**src/rtl/lfc_pkg.sv**
```systemverilog
package lfc_pkg;
  typedef enum logic {
    MODE_WRAP   = 1'b0,
    MODE_LINEAR = 1'b1
  } fill_mode_e;

  typedef enum logic {
    ST_IDLE = 1'b0,
    ST_FILL = 1'b1
  } fill_state_e;
endpackage

```
**src/rtl/lfc_beat_ctr.sv**
```systemverilog
module lfc_beat_ctr #(
  parameter int unsigned WORDS = 4,
  localparam int unsigned IDX_W = $clog2(WORDS)
) (
  input  logic             clk_i,
  input  logic             rst_ni,
  input  logic             start_i,
  input  logic [IDX_W-1:0] base_i,
  input  logic             beat_i,
  output logic [IDX_W-1:0] widx_o,
  output logic             last_o
);
  logic [IDX_W-1:0] cnt_q, base_q;

  always_ff @(posedge clk_i or negedge rst_ni) begin
    if (!rst_ni) begin
      cnt_q  <= '0;
      base_q <= '0;
    end else if (start_i) begin
      cnt_q  <= '0;
      base_q <= base_i;
    end else if (beat_i) begin
      cnt_q <= cnt_q + 1'b1;
    end
  end

  // power-of-two line: index wraps naturally
  assign widx_o = base_q + cnt_q;
  assign last_o = (cnt_q == IDX_W'(WORDS - 1));

  assert_cnt_idle_R9: assert property (@(posedge clk_i) disable iff (!rst_ni)
    (!beat_i && !start_i) |=> $stable(widx_o));
endmodule

```
**src/rtl/lfc_fwd.sv**
```systemverilog
module lfc_fwd #(
  parameter int unsigned WORD_W = 64,
  parameter int unsigned IDX_W  = 2
) (
  input  logic              clk_i,
  input  logic              rst_ni,
  input  logic              start_i,
  input  logic [IDX_W-1:0]  crit_i,
  input  logic              beat_i,
  input  logic [IDX_W-1:0]  widx_i,
  input  logic [WORD_W-1:0] data_i,
  output logic              fwd_valid_o,
  output logic [WORD_W-1:0] fwd_data_o,
  output logic              seen_o
);
  logic [IDX_W-1:0] crit_q;
  logic             seen_q;

  always_ff @(posedge clk_i or negedge rst_ni) begin
    if (!rst_ni) begin
      crit_q <= '0;
      seen_q <= 1'b0;
    end else if (start_i) begin
      crit_q <= crit_i;
      seen_q <= 1'b0;
    end else if (fwd_valid_o) begin
      seen_q <= 1'b1;
    end
  end

  assign fwd_valid_o = beat_i && (widx_i == crit_q) && !seen_q;
  assign fwd_data_o  = data_i;
  assign seen_o      = seen_q;

  assert_fwd_once_R5: assert property (@(posedge clk_i) disable iff (!rst_ni)
    fwd_valid_o |=> !fwd_valid_o);
endmodule

```
**src/rtl/line_fill_ctrl.sv**
```systemverilog
module line_fill_ctrl
  import lfc_pkg::*;
#(
  parameter int unsigned ADDR_W     = 32,
  parameter int unsigned WORD_W     = 64,
  parameter int unsigned LINE_BYTES = 32,
  localparam int unsigned WORDS     = LINE_BYTES / (WORD_W / 8),
  localparam int unsigned IDX_W     = $clog2(WORDS),
  localparam int unsigned BOFF_W    = $clog2(WORD_W / 8),
  localparam int unsigned OFF_W     = $clog2(LINE_BYTES),
  localparam int unsigned LINE_W    = ADDR_W - OFF_W
) (
  input  logic              clk_i,
  input  logic              rst_ni,
  input  logic              miss_valid_i,
  input  logic [ADDR_W-1:0] miss_addr_i,
  input  logic              mode_i,
  output logic              miss_ready_o,
  output logic              mem_req_o,
  output logic [LINE_W-1:0] mem_line_o,
  output logic [IDX_W-1:0]  mem_first_o,
  input  logic              mem_rvalid_i,
  input  logic [WORD_W-1:0] mem_rdata_i,
  output logic              arr_we_o,
  output logic [LINE_W-1:0] arr_line_o,
  output logic [IDX_W-1:0]  arr_widx_o,
  output logic [WORD_W-1:0] arr_wdata_o,
  output logic              line_done_o,
  output logic              fwd_valid_o,
  output logic [WORD_W-1:0] fwd_data_o,
  output logic              busy_o
);
  fill_state_e      state_q;
  logic [LINE_W-1:0] line_q;
  logic             accept, beat, last, fwd_seen;
  logic [IDX_W-1:0] crit_idx, first_idx, widx;

  assign crit_idx  = miss_addr_i[BOFF_W +: IDX_W];
  assign first_idx = (fill_mode_e'(mode_i) == MODE_WRAP) ? crit_idx : '0;
  assign accept    = (state_q == ST_IDLE) && miss_valid_i;
  assign beat      = (state_q == ST_FILL) && mem_rvalid_i;

  always_ff @(posedge clk_i or negedge rst_ni) begin
    if (!rst_ni) begin
      state_q <= ST_IDLE;
      line_q  <= '0;
    end else begin
      if (accept) begin
        state_q <= ST_FILL;
        line_q  <= miss_addr_i[ADDR_W-1:OFF_W];
      end else if (beat && last) begin
        state_q <= ST_IDLE;
      end
    end
  end

  lfc_beat_ctr #(.WORDS(WORDS)) u_ctr (
    .clk_i   (clk_i),
    .rst_ni  (rst_ni),
    .start_i (accept),
    .base_i  (first_idx),
    .beat_i  (beat),
    .widx_o  (widx),
    .last_o  (last)
  );

  lfc_fwd #(.WORD_W(WORD_W), .IDX_W(IDX_W)) u_fwd (
    .clk_i       (clk_i),
    .rst_ni      (rst_ni),
    .start_i     (accept),
    .crit_i      (crit_idx),
    .beat_i      (beat),
    .widx_i      (widx),
    .data_i      (mem_rdata_i),
    .fwd_valid_o (fwd_valid_o),
    .fwd_data_o  (fwd_data_o),
    .seen_o      (fwd_seen)
  );

  assign mem_req_o    = accept;
  assign mem_line_o   = miss_addr_i[ADDR_W-1:OFF_W];
  assign mem_first_o  = first_idx;
  assign arr_we_o     = beat;
  assign arr_line_o   = line_q;
  assign arr_widx_o   = widx;
  assign arr_wdata_o  = mem_rdata_i;
  assign line_done_o  = beat && last;
  assign busy_o       = (state_q == ST_FILL);
  assign miss_ready_o = !busy_o;

  assert_no_req_busy_R8: assert property (@(posedge clk_i) disable iff (!rst_ni)
    busy_o |-> !mem_req_o);
  assert_we_in_fill_R10: assert property (@(posedge clk_i) disable iff (!rst_ni)
    arr_we_o |-> busy_o);
  assert_busy_drop_R7: assert property (@(posedge clk_i) disable iff (!rst_ni)
    line_done_o |=> !busy_o);
  assert_done_fwd_R5: assert property (@(posedge clk_i) disable iff (!rst_ni)
    line_done_o |-> (fwd_seen || fwd_valid_o));
  assert_done_we_R6: assert property (@(posedge clk_i) disable iff (!rst_ni)
    line_done_o |-> arr_we_o);
  assert_req_busy_R2: assert property (@(posedge clk_i) disable iff (!rst_ni)
    mem_req_o |=> busy_o);
endmodule

```
**config.mk**
```make
export PLATFORM = sky130hd
export DESIGN_NAME = line_fill_ctrl
export DESIGN_NICKNAME = d
export VERILOG_FILES = /design/src/rtl/lfc_pkg.sv /design/src/rtl/lfc_beat_ctr.sv /design/src/rtl/lfc_fwd.sv /design/src/rtl/line_fill_ctrl.sv
export SDC_FILE = /design/constraint.sdc
export NUM_CORES = 1
export LEC_CHECK = 0
export BUFFER_PORTS_ARGS = -buffer_cell sky130_fd_sc_hd__clkbuf_2
export CAP_MARGIN = 20
export CORE_AREA = 2 2 114 116
export CTS_CLUSTER_DIAMETER = 30
export DETAILED_ROUTE_END_ITERATION = 8
export DIE_AREA = 0 0 116 118
export GPL_TIMING_DRIVEN = 0
export PLACE_DENSITY_LB_ADDON = 0.15
export REMOVE_ABC_BUFFERS = 1
export SLEW_MARGIN = 10
export SYNTH_ARGS = -nofsm -noshare
export SYNTH_HDL_FRONTEND = slang
export SYNTH_SLANG_ARGS = --single-unit
```
**constraint.sdc**
```tcl
create_clock -name clk_i -period 3.1 [get_ports clk_i]
set_input_delay 0 -clock clk_i [delete_from_list [all_inputs] [get_ports clk_i]]
set_output_delay 0 -clock clk_i [all_outputs]
set_load 0.02 [all_outputs]
```
Word level (Yosys, flattened, before mapping). Cells that the tools add are included.

$add $sub $neg: 2. Multipliers: 0. Div/mod/pow operators: 0. Magnitude comparators: 0. Eq/ne operators: 2. Shifts and indexed selects: 0. Mux-type cells: 7. Bitwise logic cells: 1. Reductions and logical operators: 10.

Operators by type and width (count): two-way mux 2 bit (3); nonzero test 2 bit (3); logical AND 1 bit (5); two-way mux 1 bit (4); adder 2 x 1 -> 2 bit (second input constant) (1); adder 2 bit (1); == test 2 bit (1); == test 2 bit (second input constant) (1); logical NOT 1 bit (2); inverter 1 bit (1).

Bits in registers: 35. Latch bits: 0. Bits in writable memories: 0. Bits in read-only memories: 0. Input port bits: 101. Output and inout bits: 192. Logic and storage cells: 28. Memories kept: 0.

Longest topological paths before layout.
Depth after elaboration: 6. Gate-level depth with buffers: 4. Depth with buffers taken out: 4.

Modules after synthesis. A second synthesis with hierarchy kept.

Cell total of the unflattened synthesis: 246. Area, all modules: 2681.3 sq um.

By module, submodules not included: line_fill_ctrl (instances 1, cells each 157, area an instance 1853.0 sq um, seq. area each 700.7 sq um); lfc_fwd (instances 1, cells each 75, area an instance 636.9 sq um, seq. area each 75.1 sq um); lfc_beat_ctr (instances 1, cells each 14, area an instance 191.4 sq um, seq. area each 100.1 sq um).

Worst setup path before layout. OpenSTA, ideal clock, no wires.

Path kind: reg-to-output. Start point: register u_ctr.cnt_q[0]. End point: output port fwd_valid_o. Arrival time: 1.471 ns. Data required time: 3.100 ns. Path slack: 1.629 ns. Stages on the path, launching flop included: 5. Path buffers: 0. Cell sequence: dfrtp_1 -> ha_1 -> xnor2_1 -> nand2_1 -> nor3_1.

Word-level cells in the longest chain between the ends: 4.

RTL lines: start, declared (line lfc_beat_ctr.sv:13) `logic [IDX_W-1:0] cnt_q, base_q;`; start signal, assigned (line lfc_beat_ctr.sv:23) `cnt_q <= cnt_q + 1'b1;`; adder 2 bit (line lfc_beat_ctr.sv:28) `assign widx_o = base_q + cnt_q;`; named net arr_widx_o[0] (line line_fill_ctrl.sv:26) `output logic [IDX_W-1:0] arr_widx_o,`; == test 2 bit (line lfc_fwd.sv:31) `assign fwd_valid_o = beat_i && (widx_i == crit_q) && !seen_q;`; logical AND 1 bit (2 in series) (line lfc_fwd.sv:31); end, declared (line line_fill_ctrl.sv:29) `output logic fwd_valid_o,`.

The timed path passes the listed nets, and every way through them passes these cells.

Final worst setup path.
Start point: register state_q (netlist: busy_o). End point: register line_q[23] (netlist: arr_line_o[23]).

Word-level cells in the longest chain between the ends: 2.

RTL lines: start, declared (line line_fill_ctrl.sv:33) `fill_state_e state_q;`; start signal, assigned (line line_fill_ctrl.sv:45) `state_q <= ST_IDLE;`; start signal, assigned (line line_fill_ctrl.sv:49) `state_q <= ST_FILL;`; start signal, assigned (line line_fill_ctrl.sv:52) `state_q <= ST_IDLE;`; inverter 1 bit (line line_fill_ctrl.sv:40) `assign accept = (state_q == ST_IDLE) && miss_valid_i;`; logical AND 1 bit (line line_fill_ctrl.sv:40); end signal, assigned (line line_fill_ctrl.sv:50) `line_q <= miss_addr_i[ADDR_W-1:OFF_W];`; end, declared (line line_fill_ctrl.sv:34) `logic [LINE_W-1:0] line_q;`.

Every way passes these cells. A chain may end at the register's enable or synchronous reset.

==> results by group <==
GRT
  – Largest net degree at the start of global routing: 36
  – Remaining global-route overflow: 0
  – Overall global routing resource usage: 0.234
  – Initial antenna violation count: 3
  – Global-route wire length before repair: 19,900 µm
  – Vias in the first global route: 1,550

Logic synthesis
  – Synth top area share: 0.427
  – Synthesized area per cell: ~11 µm²
  – Synth Cell Area: ~0.0027 mm²
  – Yosys reg bits: 35
  – Cell taking the most area after synthesis: buf_4
  – Unique masters post-synth: 19
  – Mapped Cells: ~250
  – Seq/Total Area, Yosys: 0.322
  – Yosys warns: 0
  – Area contributors post-synth: buf_4 43%, dfrtp_1 32%, mux2_4 15%

Die
  – Die Y: 118 µm
  – Core ar.: 0.0124 mm²
  – Starting Density: 0.219
  – Die ar.: 0.0137 mm²
  – Die W: 116 µm
  – Rows: 41
  – Io pins: 293

Power and ir drop
  – Final Total Pwr: approximately 2.7 mW
  – PwrDens: 1000 mW/mm²
  – Leakage: roughly 1.3 nW
  – Maximum VDD drop: ~300 µV

Critical path
  – WP data required: 3.28 ns
  – Crit path capture type: flip-flop
  – Arr. time, crit path: 2.05 ns
  – CP startpoint kind: flip-flop
  – WS Path Type: reg2reg
  – Crit Path Max Fanout: 18
  – Flop-to-flop setup slack: between 1 and 1.5 ns
  – Reg-to-reg startpoint: busy_o
  – Reg2reg end: arr_line_o[23]
  – Reg2Reg Depth: 3

STA
  – Finish-stage setup viols: 0
  – Clock Skew: approximately 0.0057 ns
  – Setup_tns: 0 ns
  – Fmax: 533 MHz
  – Pins over their slew limit: 0
  – Worst slew pin tran: 0.727 ns
  – Worst slew margin: 0.514
  – RSZ-0062 raised after global routing: no
  – Worst Slack Setup Final: 1.22 ns
  – Crit path time final: approximately 1.9 ns
  – Fin. Hold Viols: 0
  – Period utilization: 0.605

Layout
  – Nets: 327
  – Post-Route Utilization: 0.218
  – Area grow syn2layout: -0.643%
  – Layout cells sized above 1: 0.622
  – Cell area after layout: 0.00271 mm²

Place
  – Setup WS pre-CTS: 1.25 ns
  – Port buffer count: 97
  – HPWL Detailed: 14,400 µm
  – Routability Congestion: 0.864
  – Placed cell areas: 0.00221 mm²

Hold path
  – Worst hold path class: in2out
  – Hold_sp: mem_rdata_i[54]
  – Worst hold path stage count: 0
  – Hold EP: fwd_data_o[54]

Run
  – Max Cap Viol: 0

Route
  – DRC viols: 0
  – Drt wl/cell: 41.3 µm
  – Drt pass-1 iters: 4
  – DR vias/cell: 4.04
  – Post-route ant nets: 0
  – Routed WL: 16,500 µm
  – Initial DRC count: 86
  – Vias: between 1,500 and 2,000

Clock network
  – Worst-Skew Late Latency: 0.29 ns
  – CTS Buf Count: 5
  – Root buf cell: clkbuf_16
  – H-Tree Level Count: 2
  – CTS tree: done
  – CTS sink count: 35
  – Clock buffer depth: 2
  – Post-CTS setup buffer count: 0
  – Clock transition at path regs: 0.06 ns

Status
  – Status: complete, no violations
==> worst max-delay path, cell delays in order (launching register included) <==
cell and delay (ns):
dfrtp_1 0.49, nor2b_4 0.63, buf_12 0.28, mux2_2 0.35
==> sequential cells by signal, summed over array words and instances, names as in the netlist <==
| signal | cells |
|---|---|
| arr_line_o | 27 |
| busy_o | 1 |
| u_ctr.cnt_q | 2 |
| u_fwd.crit_q | 2 |
| u_ctr.base_q | 2 |
| u_fwd.seen_o | 1 |
==> through the flow <==
step	hold WS, ns	cells
final	0.000163	399
after global routing	0.000178	399
after CTS	0.000547	396
after detailed placement	0.000547	358
after global placement	0.000547	357
after floorplan	-0.296	88
==> worst max path at each step <==
stage | from | endpoint
after floorplan | busy_o | u_ctr.cnt_q[0]
after global placement | busy_o | u_ctr.cnt_q[0]
after detailed placement | busy_o | arr_line_o[23]
after CTS | busy_o | arr_line_o[23]
after global routing | busy_o | arr_line_o[23]
final | busy_o | arr_line_o[23]
==> cell families (layout without fill, tap and decap cells) <==
family / after synthesis / count (layout) / share of synthesized area
simple gates: 10 / 10 / 0.0188
flops: 35 / 35 / 0.322
xor+xnor: 5 / 5 / 0.0161
fa+ha+maj: 2 / 2 / 0.00919
other cells: 0 / 2 / 0
compound gates: 2 / 2 / 0.00551
buf+inv: 162 / 139 / 0.458
mux: 32 / 32 / 0.171
==> report_power, final <==
part	internal (mW)	leakage [nW]	switching [mW]	total [mW]
clock	0.380	0.0838	0.224	0.604
sequential	0.689	0.417	0.158	0.847
combinational	0.612	0.836	0.646	1.26
==> placed cells by master, fill, tap and decap left out <==
master | netlist | final
a22o_1 | 1 | 1
and2_1 | 1 | 1
and3_1 | 1 | 1
buf_12 | 3 | 2
bufinv_16 | 0 | 1
clkbuf_16 | 0 | 5
clkbuf_2 | 0 | 97
clkinv_2 | 0 | 1
clkinv_4 | 0 | 1
dfrtp_1 | 35 | 35
diode_2 | 0 | 2
dlygate4sd3_1 | 0 | 30
ha_1 | 2 | 2
inv_1 | 2 | 2
mux2_2 | 4 | 4
mux2_4 | 28 | 28
nand2_1 | 1 | 1
nor2_1 | 3 | 3
nor2b_1 | 3 | 2
nor2b_4 | 0 | 1
nor3_1 | 1 | 1
o22ai_1 | 1 | 1
xnor2_1 | 4 | 4
xor2_1 | 1 | 1
==> final cells by class <==
class                   count  area, µm²
inverters                   2       7.51
well taps                 172        215
clock buffers               5        125
fillers                  1370       9710
flip-flops and latches     35        876
multi-input cells          51        608
clock inverters             3       43.8
diodes                      2       5.00
repair buffers            129        826
==> Yosys cell counts (all sizes together) <==
| library cell | n |
|---|---|
| a22o | 1 |
| and2 | 1 |
| and3 | 1 |
| buf | 160 |
| dfrtp | 35 |
| ha | 2 |
| inv | 2 |
| mux2 | 32 |
| nand2 | 1 |
| nor2 | 3 |
| nor2b | 3 |
| nor3 | 1 |
| o22ai | 1 |
| xnor2 | 4 |
| xor2 | 1 |
==> metal layers <==
metal	track usage	share of wire	wire length [µm]	vias to the layer above
met2	0.336	0.42	7000	273
met5	0.0745	0.0076	125	-
met3	0.305	0.28	4650	30
met4	0.0908	0.037	606	7
li1	-	-	-	589
met1	0.177	0.25	4090	713
==> timing repair <==
item,CTS,global route
hold endpoints to repair,64,0
hold buffers,30,0
resized for setup,0,0
No activity file was read; power rests on OpenSTA's default activity.
